===== config.mk =====
export PLATFORM = sky130hd
export DESIGN_NAME = imcu_top
export DESIGN_NICKNAME = d
export VERILOG_FILES = /design/src/rtl/imcu_pkg.sv /design/src/rtl/imcu_mask_reg.sv /design/src/rtl/imcu_cond_eval.sv /design/src/rtl/imcu_read_port.sv /design/src/rtl/imcu_top.sv
export SDC_FILE = /design/constraint.sdc
export NUM_CORES = 1
export LEC_CHECK = 0
export ABC_AREA = 1
export BUFFER_PORTS_ARGS = -buffer_cell sky130_fd_sc_hd__clkbuf_2
export CORE_ASPECT_RATIO = 0.5
export CORE_MARGIN = 5
export CORE_UTILIZATION = 55
export CTS_BUF_LIST = sky130_fd_sc_hd__clkbuf_16
export DETAILED_ROUTE_END_ITERATION = 12
export GPL_ROUTABILITY_DRIVEN = 0
export GPL_TIMING_DRIVEN = 1
export PLACE_DENSITY_LB_ADDON = 0.25
export RECOVER_POWER = 100
export SLEW_MARGIN = 20
export SYNTH_ARGS = -nofsm -noshare
export SYNTH_HDL_FRONTEND = slang
export SYNTH_SLANG_ARGS = --single-unit

===== constraint.sdc =====
create_clock -name clk -period 2.5 [get_ports clk]
set_input_delay 0.375 -clock clk [delete_from_list [all_inputs] [get_ports clk]]
set_output_delay 0.375 -clock clk [all_outputs]
set_load 0.01 [all_outputs]

===== src/rtl/imcu_pkg.sv =====
// Package: shared offsets and the mask-update operation type.
// Assumes a 4-bit offset space; offsets 1 and 2 must stay adjacent.
package imcu_pkg;
    parameter int unsigned ADDR_W  = 4;
    parameter logic [3:0]  OFF_MASK = 4'd0;  // read/write mask directly
    parameter logic [3:0]  OFF_RAW  = 4'd1;  // read raw view / write OR-set
    parameter logic [3:0]  OFF_MSK  = 4'd2;  // read masked view / write AND-clear
    parameter logic [3:0]  OFF_CLR  = 4'd3;  // write: controller reset command

    typedef enum logic [2:0] {
        MOP_HOLD  = 3'd0,
        MOP_LOAD  = 3'd1,
        MOP_SET   = 3'd2,
        MOP_AND   = 3'd3,
        MOP_CLEAR = 3'd4
    } mask_op_e;
endpackage


===== src/rtl/imcu_mask_reg.sv =====
// Mask register with load, OR-set, AND and clear updates.
// Assumes exactly one operation per cycle, chosen by the decoder.
module imcu_mask_reg
    import imcu_pkg::*;
#(
    parameter int unsigned W = 16
) (
    input  logic         clk,
    input  logic         rst_n,
    input  mask_op_e     op,
    input  logic [W-1:0] wdata,
    output logic [W-1:0] mask_q
);
    logic [W-1:0] mask_d;

    // Per-bit next-state cell: each bit picks its update from the operation.
    for (genvar b = 0; b < W; b++) begin : g_bit
        always_comb begin
            unique case (op)
                MOP_LOAD:  mask_d[b] = wdata[b];
                MOP_SET:   mask_d[b] = mask_q[b] | wdata[b];
                MOP_AND:   mask_d[b] = mask_q[b] & wdata[b];
                MOP_CLEAR: mask_d[b] = 1'b0;
                default:   mask_d[b] = mask_q[b];
            endcase
        end
    end

    // Mask storage.
    always_ff @(posedge clk) begin
        if (!rst_n) mask_q <= '0;
        else        mask_q <= mask_d;
    end

    // OR-set never drops a bit and always sets the written ones.
    p_or_sets_r5: assert property (@(posedge clk) disable iff (!rst_n)
        (op == MOP_SET) |=> (((mask_q & $past(wdata)) == $past(wdata)) &&
                             (($past(mask_q) & ~mask_q) == '0)));
    // AND-clear never raises a bit and leaves no bit outside the data.
    p_and_clears_r5: assert property (@(posedge clk) disable iff (!rst_n)
        (op == MOP_AND) |=> (((mask_q & ~$past(wdata)) == '0) &&
                             ((mask_q & ~$past(mask_q)) == '0)));
    // the clear command empties the mask.
    p_mask_clear_r7: assert property (@(posedge clk) disable iff (!rst_n)
        (op == MOP_CLEAR) |=> (mask_q == '0));
endmodule


===== src/rtl/imcu_cond_eval.sv =====
// Registers the raw and masked condition views and the interrupt level.
// Assumes the condition field is the top COND_W bits of the status word.
module imcu_cond_eval #(
    parameter int unsigned STAT_W = 32,
    parameter int unsigned COND_W = 16
) (
    input  logic              clk,
    input  logic              rst_n,
    input  logic [STAT_W-1:0] status,
    input  logic [COND_W-1:0] mask_q,
    input  logic              clr,
    output logic [COND_W-1:0] raw_q,
    output logic [COND_W-1:0] msk_q,
    output logic              irq_q
);
    localparam int unsigned COND_LSB = STAT_W - COND_W;

    logic [COND_W-1:0] cond_hi;
    logic [COND_W-1:0] cond_en;

    // Extract the condition field and gate it with the mask.
    always_comb begin
        cond_hi = status[STAT_W-1:COND_LSB];
        cond_en = cond_hi & mask_q;
    end

    // Condition views and interrupt level, cleared by the reset command.
    always_ff @(posedge clk) begin
        if (!rst_n || clr) begin
            raw_q <= '0;
            msk_q <= '0;
            irq_q <= 1'b0;
        end else begin
            raw_q <= cond_hi;
            msk_q <= cond_en;
            irq_q <= |cond_en;
        end
    end

    // raw view follows the status field one edge later.
    p_raw_tracks_r2: assert property (@(posedge clk) disable iff (!rst_n)
        !clr |=> (raw_q == $past(status[STAT_W-1:COND_LSB])));
    // the masked view is a subset of the raw view.
    p_masked_subset_r3: assert property (@(posedge clk) disable iff (!rst_n)
        (msk_q & ~raw_q) == '0);
    // interrupt level agrees with the masked view.
    p_irq_level_r4: assert property (@(posedge clk) disable iff (!rst_n)
        irq_q == (msk_q != '0));
    // the clear command empties both views and drops the line.
    p_views_clear_r7: assert property (@(posedge clk) disable iff (!rst_n)
        clr |=> (raw_q == '0 && msk_q == '0 && !irq_q));
endmodule


===== src/rtl/imcu_read_port.sv =====
// Registered read multiplexer over mask and condition views.
// Assumes one read at most per cycle; unmapped offsets return zero.
module imcu_read_port
    import imcu_pkg::*;
#(
    parameter int unsigned W = 16
) (
    input  logic              clk,
    input  logic              rst_n,
    input  logic              rd_req,
    input  logic [ADDR_W-1:0] addr,
    input  logic [W-1:0]      mask_q,
    input  logic [W-1:0]      raw_q,
    input  logic [W-1:0]      msk_q,
    output logic [W-1:0]      rd_data,
    output logic              rd_valid
);
    logic [W-1:0] sel;

    // Select the view addressed by the read.
    always_comb begin
        unique case (addr)
            OFF_MASK: sel = mask_q;
            OFF_RAW:  sel = raw_q;
            OFF_MSK:  sel = msk_q;
            default:  sel = '0;
        endcase
    end

    // Capture read data and raise valid for one cycle.
    always_ff @(posedge clk) begin
        if (!rst_n) begin
            rd_data  <= '0;
            rd_valid <= 1'b0;
        end else begin
            rd_valid <= rd_req;
            if (rd_req) rd_data <= sel;
        end
    end

    // every read request yields a valid pulse on the next edge.
    p_rvalid_r8: assert property (@(posedge clk) disable iff (!rst_n)
        rd_req |=> rd_valid);
    // unmapped reads return zero.
    p_unmapped_zero_r8: assert property (@(posedge clk) disable iff (!rst_n)
        (rd_req && addr > OFF_MSK) |=> (rd_data == '0));
endmodule


===== src/rtl/imcu_top.sv =====
// Interrupt mask and condition unit: decodes register accesses,
// holds the mask and drives one registered level interrupt.
// Assumes single-cycle requests and a status word that is valid every cycle.
module imcu_top
    import imcu_pkg::*;
#(
    parameter int unsigned STAT_W = 32,
    parameter int unsigned COND_W = 16
) (
    input  logic              clk,
    input  logic              rst_n,
    input  logic [STAT_W-1:0] status_i,
    input  logic              req_i,
    input  logic              we_i,
    input  logic [ADDR_W-1:0] addr_i,
    input  logic [COND_W-1:0] wdata_i,
    output logic [COND_W-1:0] rd_data_o,
    output logic              rd_valid_o,
    output logic              irq_o
);
    mask_op_e          op;
    logic              clr;
    logic              rd_req;
    logic [COND_W-1:0] mask_q;
    logic [COND_W-1:0] raw_q;
    logic [COND_W-1:0] msk_q;

    // Write decode: the offset picks the mask operation.
    always_comb begin
        op     = MOP_HOLD;
        clr    = 1'b0;
        rd_req = req_i && !we_i;
        if (req_i && we_i) begin
            unique case (addr_i)
                OFF_MASK: op = MOP_LOAD;
                OFF_RAW:  op = MOP_SET;
                OFF_MSK:  op = MOP_AND;
                OFF_CLR:  begin op = MOP_CLEAR; clr = 1'b1; end
                default:  op = MOP_HOLD;
            endcase
        end
    end

    imcu_mask_reg #(.W(COND_W)) u_mask (
        .clk(clk), .rst_n(rst_n), .op(op), .wdata(wdata_i), .mask_q(mask_q)
    );

    imcu_cond_eval #(.STAT_W(STAT_W), .COND_W(COND_W)) u_cond (
        .clk(clk), .rst_n(rst_n), .status(status_i), .mask_q(mask_q),
        .clr(clr), .raw_q(raw_q), .msk_q(msk_q), .irq_q(irq_o)
    );

    imcu_read_port #(.W(COND_W)) u_rd (
        .clk(clk), .rst_n(rst_n), .rd_req(rd_req), .addr(addr_i),
        .mask_q(mask_q), .raw_q(raw_q), .msk_q(msk_q),
        .rd_data(rd_data_o), .rd_valid(rd_valid_o)
    );

    // nothing is pending in the cycle after reset.
    p_reset_quiet_r1: assert property (@(posedge clk)
        !rst_n |=> (!irq_o && !rd_valid_o));
    // OR/AND writes never touch the raw view beyond normal tracking.
    p_view_untouched_r6: assert property (@(posedge clk) disable iff (!rst_n)
        (req_i && we_i && (op == MOP_SET || op == MOP_AND))
            |=> (raw_q == $past(status_i[STAT_W-1:STAT_W-COND_W])));
endmodule


After elaboration in Yosys (flattened, before gate mapping)
Cells that the tools add are included.
W data, S select, Z words.
- add/subtract/negate cells: 0
- multipliers: 0
- divide/modulo/power cells: 0
- $lt $le $gt $ge: 0
- equal/unequal tests: 7
- shifts and indexed selects: 0
- mux-type cells: 21
- bitwise gates (word level): 33
- reduce and logical (&&, ||, !) cells: 8
- operators by type and width (operator ; number):
    $pmux W1 S4 ; 16
    $pmux W16 S3 ; 1
    $and A1 B1 Y1 ; 16
    $and A16 B16 Y16 ; 1
    $or A1 B1 Y1 ; 16
    $reduce_or A16 Y1 ; 1
    $pmux W3 S4 ; 1
    $eq A4 B2 Y1 const B ; 2
    $eq A3 B2 Y1 const B ; 2
    $eq A4 B1 Y1 const B ; 1
    $logic_not A4 Y1 ; 1
    $reduce_bool A4 Y1 ; 1
    $eq A3 B1 Y1 const B ; 1
    $eq A3 B3 Y1 const B ; 1
    $mux W3 ; 1
    $logic_and A1 B1 Y1 ; 2
    $logic_not A1 Y1 ; 2
    $mux W1 ; 2
    $logic_or A1 B1 Y1 ; 1
- register bits after elaboration: 66
- latch bits: 0
- memory bits (writable): 0
- ROM bits: 0
- bits of input ports: 56
- output and inout bits: 18
- logic and storage cells: 75
- memories kept: 0

Logic depth before layout (Yosys ltp)
- depth after elaboration: 5
- mapped depth: 8
- mapped depth without buffers: 7

Modules after synthesis
From an unflattened synthesis, not the netlist that was laid out.
- cells, all modules: 517
- area, all modules: 3482.1 um^2
- by module, submodules not included (module ; times used ; cells an instance ; area an instance (um^2) ; seq. area each (um^2)):
    imcu_mask_reg ; 1 ; 233 ; 1260.0 ; 320.3
    imcu_read_port ; 1 ; 151 ; 1153.6 ; 340.3
    imcu_cond_eval ; 1 ; 118 ; 1007.2 ; 660.6
    imcu_top ; 1 ; 15 ; 61.3 ; 0.0

Worst setup path after synthesis
OpenSTA, ideal clock, no wires.
- path kind: input to register
- start: input addr_i[3]
- end: register u_rd.rd_data[7]
- library setup time: 0.070 ns
- data arrival time: 1.260 ns
- required time: 2.430 ns
- path slack: 1.170 ns
- stages on the path: 7
- buffers on the path: 2
- cells stage by stage: nor2_1 -> buf_2 -> buf_1 -> nand3_1 -> nand3_1 -> nand2_1 -> a21oi_1
- longest elaborated chain between the ends: 2
- elaborated cells between the ends (all ways): 4
- those cells by class: 2 x eq/ne; 1 x mux; 1 x reduce/logical
- RTL lines (item ; line ; source):
    from (decl) ; imcu_top.sv:15 ; input logic [ADDR_W-1:0] addr_i,
    $eq A4 B2 Y1, or another cell as far along ; imcu_read_port.sv:22 ; unique case (addr)
    $pmux W16 S3 (*) ; imcu_read_port.sv:22 ;
    to (signal assigned) ; imcu_read_port.sv:37 ; if (rd_req) rd_data <= sel;
    to (decl) ; imcu_read_port.sv:15 ; output logic [W-1:0] rd_data,
Every way passes the cells marked *; elsewhere a longest branch is shown, timed or not.
A chain may end at the register's enable or synchronous reset.

Worst setup path in the final report
- start: input we_i
- end: register u_cond.msk_q[0]
- longest elaborated chain between the ends: 3
- RTL lines (item ; line ; source):
    from (decl) ; imcu_top.sv:14 ; input logic we_i,
    $logic_and A1 B1 Y1 ; imcu_top.sv:33 ; if (req_i && we_i) begin
    $mux W1 ; imcu_top.sv:33 ;
    $logic_or A1 B1 Y1 ; imcu_cond_eval.sv:29 ; if (!rst_n || clr) begin
    to (signal assigned) ; imcu_cond_eval.sv:35 ; msk_q <= cond_en;
    to (decl) ; imcu_cond_eval.sv:13 ; output logic [COND_W-1:0] msk_q,
Every way passes these cells.

==> impl_metrics.env <==
export IMPL_finalCriticalPeriod_ns=1.952
export IMPL_dp_hpwl_mm=4.625
export IMPL_cp_buffers_inverters=3
export IMPL_wire_per_inst_um=14.27
export IMPL_initial_utilization_pct=58.82
export IMPL_grt_max_degree=65
export IMPL_first_pass_iters=5
export IMPL_postSynthAreaPerCell_um2=7.203
export IMPL_worstPathArrival_ns=2.16
export IMPL_fp_dieH_um=59.22
export IMPL_numCtsBuffers=9
export IMPL_antenna_found_initial=0
export IMPL_wl_mm=7.008
export IMPL_synth_cell_types=15
export IMPL_hold_ws_ns=0.2580
export IMPL_power_density_nw_per_um2=718.3
export IMPL_critPathKind="input pin to register"
export IMPL_slew_limit_headroom_pct=15.97
export IMPL_clock_sinks=66
export IMPL_drive_gt1_share_pct=15.06
export IMPL_cts_resized=0
export IMPL_die_area_um2=6422
export IMPL_synth_nets=426
export IMPL_reg2reg_to="u_rd.rd_data[9]$_SDFFE_PN0P_"
export IMPL_path_delay_family="buffers and inverters"
export IMPL_finalSetupTns_ns=0
export IMPL_yosys_warnings=0
export IMPL_final_cell_mix="99 x nand2_1, 66 x dfxtp_1, 65 x nand3_1, 38 x clkbuf_2, 36 x nor2_1"
export IMPL_timing_fmax_ghz=0.5123
export IMPL_htree_levels=3
export IMPL_wl_met2_mm=3.392
export IMPL_min_period_over_period_pct=78.09
export IMPL_slew_violations=0
export IMPL_die_x_um=108.4
export IMPL_layout_cells_non_filler=491
export IMPL_diodes=0
export IMPL_worst_pin_slew_ns=1.256
export IMPL_slowest_delay_ns=0.46
export IMPL_cpMostUsedCell="nand2_1"
export IMPL_ys_ff_latch=66
export IMPL_ys_seq_area_share_pct=49.58
export IMPL_crit_end="u_cond.msk_q[0]$_SDFF_PP0_"
export IMPL_cp_required_ns=2.71
export IMPL_holdCritStartpoint="status_i[23]"
export IMPL_rows=17
export IMPL_status="complete, no violations"
export IMPL_rsz0062_at_grt="no"
export IMPL_grt_pass1_vias=2481
export IMPL_min_path_type="input pin to register"
export IMPL_dr_total_vias=2676
export IMPL_drtIter0Drc=232
export IMPL_dr_wl_met3_um=636
export IMPL_rr_startpoint="u_mask.mask_q[9]$_SDFFE_PN0P_"
export IMPL_top_layer_used="met4"
export IMPL_met1_length_mm=2.948
export IMPL_ir_drop_v=0.0006175
export IMPL_grt_pass1_wl_mm=11.36
export IMPL_numPortBuffers=57
export IMPL_clkLatencyLatePin_ns=0.32
export IMPL_core_area_um2=4531
export IMPL_viasPerCell=5.450
export IMPL_cts_tree="done"
export IMPL_rr_worst_depth=4
export IMPL_layout_cells_most_common="nand2_1"
export IMPL_path_clk_slew_ns=0.05
export IMPL_critPathLaunch="we_i"
export IMPL_postSynthCellCount=370
export IMPL_crit_cells=8
export IMPL_nNetsFinal=477
export IMPL_power_mw=2.314
export IMPL_crit_slowest_cell="inv_1"
export IMPL_io_pins=74
export IMPL_area_delta_synth_final_pct=20.89
export IMPL_setup_violations=0
export IMPL_p_leak_nw=1.412
export IMPL_r2r_setup_slack_ns=1.59
export IMPL_finalHoldViolations=0
export IMPL_critPathLaunchType="input pin"
export IMPL_clk_path_buf_depth=2
export IMPL_cts_setup_buffers=0
export IMPL_grt_use_total_pct=22.93
export IMPL_ctsRootBufferMaster="clkbuf_16"
export IMPL_dp_cells=476
export IMPL_setup_ws_ns=0.5479
export IMPL_cap_violations=0
export IMPL_overflow=0
export IMPL_syn_area_um2=2665
export IMPL_crit_chain="clkbuf_1 -> nand2_1 -> inv_1 -> and2_0 -> nand3_1 -> nand2_1 -> buf_4 -> nor2_1"
export IMPL_ctsHoldBuffers=0
export IMPL_post_place_ws_ns=0.5418
export IMPL_ant_nets=0
export IMPL_worstSetupEndpointType="register"
export IMPL_drc=0
export IMPL_final_setup_skew_ns=0.007147
export IMPL_cp_max_fo=23
per-layer routing:
layer | vias up | global-route usage [%]
met2 | 110 | 38.98
li1 | 1321 | -
met1 | 1238 | 28.02
met4 | 0 | 5.576
met3 | 7 | 8.379
met5 | - | 0
Yosys cell counts (all sizes together):
cell type | n | area (µm²)
nand2 | 99 | 371.6
clkbuf | 9 | 33.78
clkinv | 1 | 3.750
a21oi | 33 | 165.2
buf | 14 | 65.06
o21ai | 1 | 8.760
nand4 | 20 | 125.1
nand3 | 65 | 325.3
nor2 | 40 | 160.2
dfxtp | 66 | 1321
inv | 21 | 78.82
and2 | 1 | 6.260
worst register-to-register path: stages, from the launching register on:
cell and delay (ns):
dfxtp_1 0.38, nand3_1 0.10, nand3_1 0.17, nand2_1 0.07
a21oi_1 0.11
power breakdown:
| group | leakage, nW | internal [mW] | switching, mW |
|---|---|---|---|
| Combinational | 0.740 | 0.0463 | 0.105 |
| Clock | 0.136 | 0.657 | 0.423 |
| Sequential | 0.537 | 1.07 | 0.00912 |
logic make-up after synthesis:
| logic type | after synthesis | share of synthesized area (%) |
|---|---|---|
| and+or+nand+nor | 225 | 37.09 |
| buffers and inverters | 45 | 6.807 |
| AOI/OAI and AO/OA | 34 | 6.526 |
| DFF | 66 | 49.58 |
registers in the layout, summed over array words and instances, names as in the netlist:
signal and flops:
u_rd.rd_valid 1, u_mask.mask_q 16, u_cond.msk_q 16, u_cond.irq_q 1
u_cond.raw_q 16, u_rd.rd_data 16
through the flow:
step	utilization (%)	instance area, µm²
final	71.11	3222
after global routing	71.11	3222
after CTS	71.69	3248
after detailed placement	65.92	2987
after global placement	65.92	2987
after floorplan	-	2665
cell type report:
type,instances,area [µm²]
Sequential cell,66,1321
Fill cell,378,1309
Multi-Input combinational cell,259,1167
Timing Repair Buffer,63,306.5
Clock buffer,9,225.2
Inverter,22,82.58
Tap cell,66,82.58
Clock inverter,6,36.28
worst min path at each step:
stage                                         to  depth (start not counted)
floorplan            u_cond.msk_q[11]$_SDFF_PP0_                          2
global placement    u_rd.rd_data[8]$_SDFFE_PN0P_                          2
detailed placement  u_rd.rd_data[5]$_SDFFE_PN0P_                          2
CTS                  u_cond.raw_q[13]$_SDFF_PP0_                          3
global route          u_cond.raw_q[3]$_SDFF_PP0_                          3
finish                u_cond.raw_q[7]$_SDFF_PP0_                          3
No activity file was read; power rests on OpenSTA's default activity.
